$ cat config.mk
export PLATFORM = sky130hd
export DESIGN_NAME = dbg_entry_ctrl
export DESIGN_NICKNAME = d
export VERILOG_FILES = /design/src/rtl/dbgent_pkg.sv /design/src/rtl/dbgent_arb.sv /design/src/rtl/dbgent_state.sv /design/src/rtl/dbgent_tgt.sv /design/src/rtl/dbg_entry_ctrl.sv
export SDC_FILE = /design/constraint.sdc
export NUM_CORES = 1
export LEC_CHECK = 0
export ABC_AREA = 0
export CAP_MARGIN = 0
export CORE_AREA = 2 2 97 99
export DETAILED_ROUTE_END_ITERATION = 8
export DIE_AREA = 0 0 99 101
export DONT_BUFFER_PORTS = 1
export PLACE_DENSITY = 0.7
export RECOVER_POWER = 100
export SLEW_MARGIN = 10
export SYNTH_ARGS = -nofsm -noshare
export SYNTH_HDL_FRONTEND = slang
export SYNTH_HIERARCHICAL = 1
export SYNTH_SLANG_ARGS = --single-unit
$ cat constraint.sdc
create_clock -name clk -period 3.2 [get_ports clk]
set_input_delay 0.32 -clock clk [delete_from_list [all_inputs] [get_ports clk]]
set_output_delay 0.32 -clock clk [all_outputs]
set_load 0.01 [all_outputs]
$ cat src/rtl/dbgent_pkg.sv
package dbgent_pkg;

    localparam int CAUSE_W = 3;
    localparam int TRAP_W  = 2;

    // dcsr cause codes
    typedef enum logic [CAUSE_W-1:0] {
        CAUSE_NONE    = 3'd0,
        CAUSE_EBREAK  = 3'd1,
        CAUSE_TRIGGER = 3'd2,
        CAUSE_HALTREQ = 3'd3
    } cause_e;

    // trap kinds reported for mepc/mcause update
    typedef enum logic [TRAP_W-1:0] {
        TRAP_EXC = 2'd0,
        TRAP_BRK = 2'd1,
        TRAP_IRQ = 2'd2,
        TRAP_NMI = 2'd3
    } trap_e;

    // selected event of a cycle
    typedef enum logic [2:0] {
        EV_NONE,
        EV_NMI,
        EV_ENTER,
        EV_IRQ,
        EV_TRAP,
        EV_DRET,
        EV_DM_HALT,
        EV_DM_EXC
    } ev_e;

    typedef struct packed {
        logic halt_req;
        logic trig_fire;
        logic ebreak;
        logic ecall;
        logic mret;
        logic exc;
        logic dret;
        logic nmi;
        logic irq;
    } req_t;

    typedef struct packed {
        ev_e    ev;
        cause_e cause;
        trap_e  trap;
    } dec_t;

    // trigger beats ebreak beats halt request
    function automatic cause_e pick_cause(logic trig, logic brk, logic halt);
        if (trig)      return CAUSE_TRIGGER;
        else if (brk)  return CAUSE_EBREAK;
        else if (halt) return CAUSE_HALTREQ;
        else           return CAUSE_NONE;
    endfunction

    function automatic logic ev_writes_trap(ev_e ev);
        return (ev == EV_NMI) || (ev == EV_IRQ) || (ev == EV_TRAP);
    endfunction

    function automatic logic ev_writes_dbg(ev_e ev);
        return ev == EV_ENTER;
    endfunction

endpackage

$ cat src/rtl/dbgent_arb.sv
module dbgent_arb
    import dbgent_pkg::*;
(
    input  req_t req,
    input  logic mode,
    input  logic flush,
    input  logic ebreakm,
    output dec_t dec
);

    logic brk_dbg;
    logic enter;
    logic dm_exc;

    assign brk_dbg = req.ebreak & ebreakm;
    assign enter   = req.trig_fire | brk_dbg | req.halt_req;
    assign dm_exc  = req.exc | req.ecall | req.mret;

    always_comb begin
        dec.ev    = EV_NONE;
        dec.cause = CAUSE_NONE;
        dec.trap  = TRAP_EXC;
        if (!flush) begin
            if (mode) begin
                // only the debug program's own control flow counts here
                if (req.dret) begin
                    dec.ev = EV_DRET;
                end else if (dm_exc) begin
                    dec.ev = EV_DM_EXC;
                end else if (req.ebreak) begin
                    dec.ev = EV_DM_HALT;
                end
            end else begin
                if (req.nmi) begin
                    dec.ev   = EV_NMI;
                    dec.trap = TRAP_NMI;
                end else if (enter) begin
                    dec.ev    = EV_ENTER;
                    dec.cause = pick_cause(req.trig_fire, brk_dbg, req.halt_req);
                end else if (req.irq) begin
                    dec.ev   = EV_IRQ;
                    dec.trap = TRAP_IRQ;
                end else if (req.ebreak) begin
                    dec.ev   = EV_TRAP;
                    dec.trap = TRAP_BRK;
                end else if (req.exc | req.ecall) begin
                    dec.ev   = EV_TRAP;
                    dec.trap = TRAP_EXC;
                end
            end
        end
    end

endmodule

$ cat src/rtl/dbgent_state.sv
module dbgent_state
    import dbgent_pkg::*;
#(
    parameter int XLEN = 32
) (
    input  logic            clk,
    input  logic            rst,
    input  dec_t            dec,
    input  logic [XLEN-1:0] pc,
    input  logic            csr_acc,
    input  logic            ebm_we,
    input  logic            ebm_wdata,
    output logic            mode_q,
    output logic            flush_q,
    output logic            ebm_q,
    output logic            illegal_q,
    output logic [XLEN-1:0] dpc_q
);

    always_ff @(posedge clk) begin
        if (rst) begin
            mode_q    <= 1'b0;
            flush_q   <= 1'b0;
            ebm_q     <= 1'b0;
            illegal_q <= 1'b0;
            dpc_q     <= '0;
        end else begin
            flush_q   <= (dec.ev != EV_NONE);
            illegal_q <= csr_acc & ~mode_q;
            if (ebm_we && mode_q) begin
                ebm_q <= ebm_wdata;
            end
            if (dec.ev == EV_ENTER) begin
                mode_q <= 1'b1;
                dpc_q  <= pc;
            end else if (dec.ev == EV_DRET) begin
                mode_q <= 1'b0;
            end
        end
    end

endmodule

$ cat src/rtl/dbgent_tgt.sv
module dbgent_tgt
    import dbgent_pkg::*;
#(
    parameter int XLEN      = 32,
    parameter int ALIGN_LSB = 2
) (
    input  ev_e             ev,
    input  logic [XLEN-1:0] halt_addr,
    input  logic [XLEN-1:0] exc_addr,
    input  logic [XLEN-1:0] mtvec,
    input  logic [XLEN-1:0] nmi_addr,
    input  logic [XLEN-1:0] dpc,
    output logic [XLEN-1:0] target
);

    logic [XLEN-1:0] halt_al;
    logic [XLEN-1:0] exc_al;

    generate
        if (ALIGN_LSB > 0) begin : g_align
            localparam logic [XLEN-1:0] MASK = {{(XLEN-ALIGN_LSB){1'b1}}, {ALIGN_LSB{1'b0}}};
            assign halt_al = halt_addr & MASK;
            assign exc_al  = exc_addr & MASK;
        end else begin : g_pass
            assign halt_al = halt_addr;
            assign exc_al  = exc_addr;
        end
    endgenerate

    always_comb begin
        unique case (ev)
            EV_NMI:                 target = nmi_addr;
            EV_ENTER, EV_DM_HALT:   target = halt_al;
            EV_DM_EXC:              target = exc_al;
            EV_IRQ, EV_TRAP:        target = mtvec;
            EV_DRET:                target = dpc;
            default:                target = '0;
        endcase
    end

endmodule

$ cat src/rtl/dbg_entry_ctrl.sv
module dbg_entry_ctrl
    import dbgent_pkg::*;
#(
    parameter int XLEN      = 32,
    parameter int ALIGN_LSB = 2
) (
    input  logic                clk,
    input  logic                rst,
    input  logic                halt_req_i,
    input  logic                trig_hit_i,
    input  logic                trig_act_i,
    input  logic                ebreak_i,
    input  logic                ecall_i,
    input  logic                mret_i,
    input  logic                exc_i,
    input  logic                dret_i,
    input  logic                nmi_i,
    input  logic                irq_i,
    input  logic                csr_acc_i,
    input  logic                ebreakm_we_i,
    input  logic                ebreakm_wdata_i,
    input  logic [XLEN-1:0]     pc_i,
    input  logic [XLEN-1:0]     halt_addr_i,
    input  logic [XLEN-1:0]     exc_addr_i,
    input  logic [XLEN-1:0]     mtvec_i,
    input  logic [XLEN-1:0]     nmi_addr_i,
    output logic                redir_o,
    output logic [XLEN-1:0]     redir_pc_o,
    output logic                dpc_we_o,
    output logic [XLEN-1:0]     dpc_wdata_o,
    output logic                cause_we_o,
    output logic [CAUSE_W-1:0]  cause_o,
    output logic                trap_we_o,
    output logic [TRAP_W-1:0]   trap_code_o,
    output logic                dbg_mode_o,
    output logic                ebreakm_o,
    output logic                illegal_o
);

    req_t            req;
    dec_t            dec;
    logic            mode_q;
    logic            flush_q;
    logic            ebm_q;
    logic            illegal_q;
    logic [XLEN-1:0] dpc_q;
    logic [XLEN-1:0] target;

    assign req.halt_req  = halt_req_i;
    assign req.trig_fire = trig_hit_i & trig_act_i;
    assign req.ebreak    = ebreak_i;
    assign req.ecall     = ecall_i;
    assign req.mret      = mret_i;
    assign req.exc       = exc_i;
    assign req.dret      = dret_i;
    assign req.nmi       = nmi_i;
    assign req.irq       = irq_i;

    dbgent_arb u_arb (
        .req     (req),
        .mode    (mode_q),
        .flush   (flush_q),
        .ebreakm (ebm_q),
        .dec     (dec)
    );

    dbgent_state #(.XLEN(XLEN)) u_state (
        .clk       (clk),
        .rst       (rst),
        .dec       (dec),
        .pc        (pc_i),
        .csr_acc   (csr_acc_i),
        .ebm_we    (ebreakm_we_i),
        .ebm_wdata (ebreakm_wdata_i),
        .mode_q    (mode_q),
        .flush_q   (flush_q),
        .ebm_q     (ebm_q),
        .illegal_q (illegal_q),
        .dpc_q     (dpc_q)
    );

    dbgent_tgt #(.XLEN(XLEN), .ALIGN_LSB(ALIGN_LSB)) u_tgt (
        .ev        (dec.ev),
        .halt_addr (halt_addr_i),
        .exc_addr  (exc_addr_i),
        .mtvec     (mtvec_i),
        .nmi_addr  (nmi_addr_i),
        .dpc       (dpc_q),
        .target    (target)
    );

    // registered result stage
    always_ff @(posedge clk) begin
        if (rst) begin
            redir_o     <= 1'b0;
            redir_pc_o  <= '0;
            dpc_we_o    <= 1'b0;
            dpc_wdata_o <= '0;
            cause_we_o  <= 1'b0;
            cause_o     <= '0;
            trap_we_o   <= 1'b0;
            trap_code_o <= '0;
        end else begin
            redir_o     <= (dec.ev != EV_NONE);
            redir_pc_o  <= target;
            dpc_we_o    <= ev_writes_dbg(dec.ev);
            dpc_wdata_o <= ev_writes_dbg(dec.ev) ? pc_i : '0;
            cause_we_o  <= ev_writes_dbg(dec.ev);
            cause_o     <= dec.cause;
            trap_we_o   <= ev_writes_trap(dec.ev);
            trap_code_o <= ev_writes_trap(dec.ev) ? dec.trap : TRAP_EXC;
        end
    end

    assign dbg_mode_o = mode_q;
    assign ebreakm_o  = ebm_q;
    assign illegal_o  = illegal_q;

endmodule

# --- Yosys cells after proc, flatten, opt, wreduce, memory -nomap -nowiden ---
# Cells that the tools add are included.
word_totals:
  wordCells: 66
  ff_bits: 107
  in_bits: 175
  out_inout_bits: 76
op_classes:
  reduce_logical: 12
  bitwise: 11
  muxes: 23
  n_eq_ne: 7
op_table:
  columns: ["cell", "n"]
  rows:
  - ["one-hot mux 32 bit (5 select lines)", 1]
  - ["two-way mux 3 bit", 13]
  - ["equality test 3 bit (second input constant)", 4]
  - ["two-way mux 2 bit", 4]
  - ["two-way mux 8 bit", 1]
  - ["OR reduction 7 bit", 1]
  - ["equality test 3 x 2 -> 1 bit (second input constant)", 2]
  - ["OR reduction 2 bit", 3]
  - ["OR reduction 6 bit", 1]
  - ["two-way mux 5 bit", 1]
  - ["OR reduction 5 bit", 1]
  - ["NOT 1 bit", 4]
  - ["OR 1 bit", 4]
  - ["OR reduction 4 bit", 1]
  - ["AND 1 bit", 3]
  - ["equality test 3 x 1 -> 1 bit (second input constant)", 1]
  - ["two-way mux 1 bit", 3]
  - ["nonzero test 3 bit", 1]
  - ["logical OR 1 bit", 2]
  - ["nonzero test 2 bit", 1]
  - ["logical AND 1 bit", 1]

# --- Depth between registers and ports, before layout ---
# Gate-level depths: netlist of the first run.
depth:
  word_depth: 13
  ltp_mapped: 11

# --- Hierarchy ---
# The synthesis of the first run kept the hierarchy.
modules_own_cells:
  columns: ["module", "cells_each", "n_inst", "area_per_inst_um2"]
  rows:
  - ["dbg_entry_ctrl", 158, 1, 2015.7]
  - ["dbgent_tgt", 189, 1, 1711.6]
  - ["dbgent_state", 157, 1, 1271.2]
  - ["dbgent_arb", 25, 1, 150.1]

# --- Worst setup path after synthesis of the first run ---
# OpenSTA, ideal clock, no wires.
synth_timing:
  path_kind: "input-to-reg"
  startpoint: "input trig_hit_i"
  endpoint: "register redir_pc_o[13]"
  setup_slack_ps: 294
  path_buffers: 1
  path_stages: 9
  t_arrival_ps: 2778
  setup_time_ps: 128
  cell_sequence: "and2_1 > a211oi_1 > a211oi_1 > a211oi_1 > buf_2 > mux2_2 > a221oi_2 > nor2_1 > nor2b_1"
synth_lines:
  columns: ["item", "line_no", "rtl"]
  rows:
  - ["from (decl)", "dbg_entry_ctrl.sv:10", "input logic trig_hit_i,"]
  - ["to (signal assigned)", "dbg_entry_ctrl.sv:105", "redir_pc_o <= target;"]
  - ["to (decl)", "dbg_entry_ctrl.sv:28", "output logic [XLEN-1:0] redir_pc_o,"]

==> results of run 1 <==
## cell type report
cell class,instances,area (µm²),share of cell area
Clock buffer,10,128,0.0237
Clock inverter,6,70.1,0.0130
Inverter,3,11.3,0.00209
Multi-Input combinational cell,374,2670,0.497
Sequential cell,108,2160,0.402
Tap cell,111,139,0.0258
Timing Repair Buffer,22,195,0.0363
## cells by family after synthesis
| family | count (synthesis) | share of synthesized area |
|---|---|---|
| AND/OR/NAND/NOR | 198 | 0.197 |
| AO/OA/AOI/OAI | 113 | 0.178 |
| flip-flops | 108 | 0.420 |
| multiplexers | 62 | 0.145 |
| buffers and inverters | 47 | 0.0591 |
| other | 1 | 0.000728 |
## through the flow
step	power (W)	area [µm²]
global route	0.00467	5380
detailed placement	0.00364	5180
global placement	0.00360	5180
floorplan	0.00331	5150
finish	0.00442	5380
CTS	0.00449	5390
## cells in the mapped netlist (3+ instances only)
master	count
a221oi_2	27
nand2b_1	4
buf_6	11
nor2_1	36
buf_4	7
mux2_4	14
mux2i_1	3
dfxtp_1	108
and2_1	21
mux2_2	21
clkbuf_1	11
a21oi_1	42
buf_2	15
nor2b_1	35
inv_1	3
and2_2	12
mux2_1	24
nand3_1	6
nor3_1	5
o22ai_1	30
a211oi_1	3
nand2_1	68
## flip-flops by register name (all words and copies together) (netlist names), 2 cells and up
name and count:
trap_code_o 2, cause_o 3, dpc_wdata_o 32, u_state/dpc_q 32, redir_pc_o 32
## final timing paths
path / start / to / cells past startpoint
setup reg to reg: u_state/ebm_q / redir_pc_o[20] / 8
setup / recovery: u_state/ebm_q / redir_pc_o[20] / 8
hold reg to reg: u_state/dpc_q[24] / u_state/dpc_q[24] / 2
hold / removal: rst / u_state/dpc_q[20] / 1
## where the power goes
group | internal, W | total, W | switching [W]
clock network | 0.000372 | 0.000840 | 0.000469
registers | 0.00159 | 0.00182 | 0.000221
logic | 0.000827 | 0.00176 | 0.000933
total | 0.00279 | 0.00442 | 0.00162
## layer usage
layer | part of all wire | up-vias
met4 | 0.016 | 0
met5 | 0 | -
met3 | 0.073 | 17
li1 | - | 1836
met1 | 0.41 | 1837
met2 | 0.50 | 185
## critical path: cells and delay by family, from the launching register on
| family | cells | cell delay [ns] |
|---|---|---|
| AOI/OAI and AO/OA | 4 | 1.14 |
| buffers and inverters | 1 | 0.58 |
| DFF | 1 | 0.43 |
| and+or+nand+nor | 3 | 0.65 |
==> impl_metrics.json, run 1 <==
{
  "final_common_cell": "dfxtp_1",
  "max-slew-margin-rel": 0.360,
  "syn_to_final_growth_pct": 4.45,
  "vdd_ir_drop_max_mv": 0.348,
  "met1_usage": 0.310,
  "gr-max-usage-layer": "met2",
  "port_buffers": 0,
  "first_iter_violations": 198,
  "yosys_warnings": 6,
  "cts-root-buf": "clkbuf_8",
  "cts.sinks": 108,
  "syn_area_mm2": 0.00515,
  "clock_skew_ns": 0.0124,
  "status": "finished, final reports clean",
  "drt-vias-per-instance": 6.11,
  "rrSetupSlack_ns": 0.34,
  "fin_setup_tns_ns": 0,
  "ys.flop_type": "dfxtp_1",
  "p_per_area_mw_per_mm2": 821,
  "mostFrequentLayoutCells": "108 x dfxtp_1, 68 x nand2_1, 41 x a21oi_1",
  "synth_edf_count": 0,
  "grt_antenna_before_repair": 0,
  "die_w_um": 99,
  "grt_overflow": 0,
  "h-tree-depth": 3,
  "dp_hpwl_um": 10000,
  "grt_max_degree": 77,
  "grt_usage": 0.264,
  "cts_buffers": 9,
  "postCtsSetupBuffers": 0,
  "cts_tree": "built",
  "finalSetupViolCount": 0,
  "period_share": 0.895,
  "slowest_stage": "clkbuf_1",
  "clk_pin_slew_ns": 0.10,
  "path_class": "reg2reg",
  "leakagePower_nw": 1.97,
  "cp.arrival_ns": 3.16,
  "drv_slew": 0,
  "period_needed_ns": 2.86,
  "max_freq_mhz": 349,
  "core_mm2": 0.00898,
  "dieArea_mm2": 0.0100,
  "crit_path_start_kind": "flop",
  "cp_data_required_time_ns": 3.49,
  "crit_path_max_incr_delay_ns": 0.58,
  "rsz0062_at_grt": "no",
  "io_pins": 251,
  "report.final.hold_viol_count": 0,
  "critical_path.cell_chain": "a211oi_1, a211oi_1, a211oi_4, nand2b_1, clkbuf_1, o22ai_1, nor2_1, nor2b_1",
  "gp_congestion": 0.825,
  "final_cells": 634,
  "netlist.area_leader.share": 0.420,
  "cts-resized-gates": 0,
  "firstDrtPassIters": 4,
  "hold_path_class": "in2reg",
  "grt_pass1_vias": 3879,
  "synth_area_per_cell_um2": 9.73,
  "crit_top_cell": "a211oi_1",
  "synth.area.top_cells": "dfxtp_1 42%, a221oi_2 7.9%, mux2_1 5.2%",
  "fillers": 793,
  "worstSetupEndpointType": "flop",
  "initial_core_util": 0.574,
  "synth.largest_area_cell": "dfxtp_1",
  "hold_buffers": 1,
  "timing.hold.ws_ns": 0.0328,
  "layout_setup_ws_ns": 0.336,
  "grt_pass1_wl_um": 20400,
  "syn-num-nets": 704,
  "cts_max_path_buffers": 2,
  "yosysSeqAreaShare": 0.420,
  "cap_violations": 0,
  "drt-wirelength-per-cell_um": 21.7,
  "chipHeight_um": 101,
  "dp.cells": 613,
  "syn_inst": 529,
  "worst_skew_pair.late_latency_ns": 0.36,
  "use_met3": 0.0645,
  "rows": 35,
  "crit_fanout": 10,
  "n_antenna_cell": 0,
  "drive_gt1_frac": 0.205,
  "ant_nets": 0,
  "postLayoutCoreUtil": 0.599,
  "synth-seq-cells": 108,
  "met2_usage": 0.468,
  "finalNetCount": 693,
  "synthArstFlopShare": 0,
  "drc": 0,
  "ys_types": 42,
  "dp_slack_ns": 0.401,
  "tightest_slew_ns": 0.957,
  "wl_um": 13800,
  "vias": 3875
}
(Power assumes the default switching activity.)
==> inputs of run 2 (changes only) <==
Settings changed: CORE_AREA 2 2 97 99 to not set, CORE_MARGIN set to 2, CORE_UTILIZATION set to 34, DIE_AREA 0 0 99 101 to not set, PLACE_DENSITY 0.7 to not set, PLACE_DENSITY_LB_ADDON set to 0.12.
Clock period 3.2 ns to 3.1 ns, I/O delays scaled along.
==> impl_metrics.json, run 2 (synthesis gave the netlist of run 1 again) <==
{
  "grt_pass1_vias": 3896,
  "worst_skew_pair.late_latency_ns": 0.35,
  "crit_fanout": 20,
  "grt_overflow": 0,
  "crit_path_start_kind": "flop",
  "fin_setup_tns_ns": 0,
  "worst-path-buf-inv": 1,
  "report.final.hold_viol_count": 0,
  "grt_usage": 0.187,
  "cts-root-buf": "clkbuf_16",
  "drt-wirelength-per-cell_um": 21.7,
  "hold_path_class": "in2reg",
  "dieArea_mm2": 0.0161,
  "gp_congestion": 0.844,
  "finalSetupViolCount": 0,
  "clock_skew_ns": 0.00631,
  "cts_buffers": 9,
  "worstSetupEndpointType": "flop",
  "port_buffers": 0,
  "leakagePower_nw": 2.01,
  "cp.arrival_ns": 3.02,
  "chipHeight_um": 127,
  "firstDrtPassIters": 6,
  "drt-vias-per-instance": 5.38,
  "core_mm2": 0.0146,
  "period_share": 0.895,
  "mostFrequentLayoutCells": "108 x dfxtp_1, 68 x nand2_1, 41 x a21oi_1",
  "vias": 3811,
  "wl_um": 15400,
  "clk_pin_slew_ns": 0.07,
  "cts_max_path_buffers": 2,
  "drc": 0,
  "grt_pass1_wl_um": 22800,
  "cts_tree": "built",
  "vdd_ir_drop_max_mv": 0.369,
  "postCtsSetupBuffers": 0,
  "drive_gt1_frac": 0.205,
  "cts-resized-gates": 0,
  "finalNetCount": 692,
  "syn_to_final_growth_pct": 7.27,
  "dp_hpwl_um": 11600,
  "rows": 44,
  "reg.largest.list": "dpc_wdata_o (32), redir_pc_o (32), u_state/dpc_q (32)",
  "multiInputGateArea_mm2": 0.00264,
  "max-slew-margin-rel": 0.555,
  "drv_slew": 0,
  "dp.cells": 689,
  "register_area_mm2": 0.00216,
  "io_pins": 251,
  "grt_max_degree": 78,
  "path_class": "reg2reg",
  "fillers": 1496,
  "period_needed_ns": 2.78,
  "path_delay_family": "compound AO/OA/AOI/OAI gates",
  "die_w_um": 127,
  "first_iter_violations": 227,
  "cts.sinks": 108,
  "cap_violations": 0,
  "status": "finished, final reports clean",
  "timing.hold.ws_ns": 0.0262,
  "critical_path.cell_chain": "a2111oi_2, o311ai_0, a21oi_4, buf_4, mux2_2, o22ai_1, nor2_1, nor2b_1",
  "max_freq_mhz": 360,
  "ant_nets": 0,
  "rsz0062_at_grt": "no",
  "p_per_area_mw_per_mm2": 878,
  "cp_data_required_time_ns": 3.35,
  "final_common_cell": "dfxtp_1",
  "h-tree-depth": 3,
  "initial_core_util": 0.352,
  "grt_antenna_before_repair": 2,
  "slowest_stage": "a2111oi_2",
  "tightest_slew_ns": 0.665,
  "power_w": 0.00485,
  "hold_buffers": 0,
  "final_cells": 708,
  "crit_path_max_incr_delay_ns": 0.44
}
-- run 2: changes by cell type in the layout (fill, tap and decap cells not counted), sizes merged --
cell         before  now
dlygate4sd3       4    0
diode             0    2
buf              15   20
clkbuf           13   12
inv               6    5
-- run 2: final timing paths --
path         slack [ns]                 to  depth (start not counted)        startpoint
max                0.32      redir_pc_o[3]                          8     u_state/ebm_q
min                0.03  u_state/dpc_q[24]                          1               rst
max reg2reg        0.32      redir_pc_o[3]                          8     u_state/ebm_q
min reg2reg        0.45   u_state/dpc_q[2]                          2  u_state/dpc_q[2]
-- run 2: worst register-to-register path: stages, from the launching register on --
cell	delay, ns
dfxtp_1	0.42
a2111oi_2	0.45
o311ai_0	0.30
a21oi_4	0.44
buf_4	0.38
mux2_2	0.38
o22ai_1	0.14
nor2_1	0.05
nor2b_1	0.12
-- run 2: final cells by class --
type / count / share of cell area
clock buffers: 11 / 0.0440
multi-input cells: 374 / 0.479
inverters: 3 / 0.00204
clock inverters: 5 / 0.0104
diodes: 2 / 0.000906
flip-flops and latches: 108 / 0.391
repair buffers: 21 / 0.0308
well taps: 184 / 0.0417
-- run 2: metrics by stage --
| step | area (µm²) | util | setup WS (ns) |
|---|---|---|---|
| after floorplan | 5150 | - | 0.204 |
| after global placement | 5280 | 0.360 | 0.321 |
| final | 5520 | 0.377 | 0.324 |
| after detailed placement | 5280 | 0.360 | 0.246 |
| after CTS | 5580 | 0.381 | 0.219 |
| after global routing | 5520 | 0.377 | 0.112 |
-- run 2: report_power, final --
group	internal, W	total [W]	switching [W]	leakage, nW
registers	0.00165	0.00190	0.000255	0.883
clock network	0.000653	0.00118	0.000529	0.150
logic	0.000841	0.00177	0.000925	0.975
-- run 2: per-layer routing --
layer | vias up | wire, µm | global-route usage
met5 | - | 0 | 0
met4 | 0 | 456 | 0.0834
met3 | 26 | 1380 | 0.0695
met2 | 193 | 6810 | 0.283
met1 | 1756 | 6720 | 0.238
li1 | 1836 | - | -
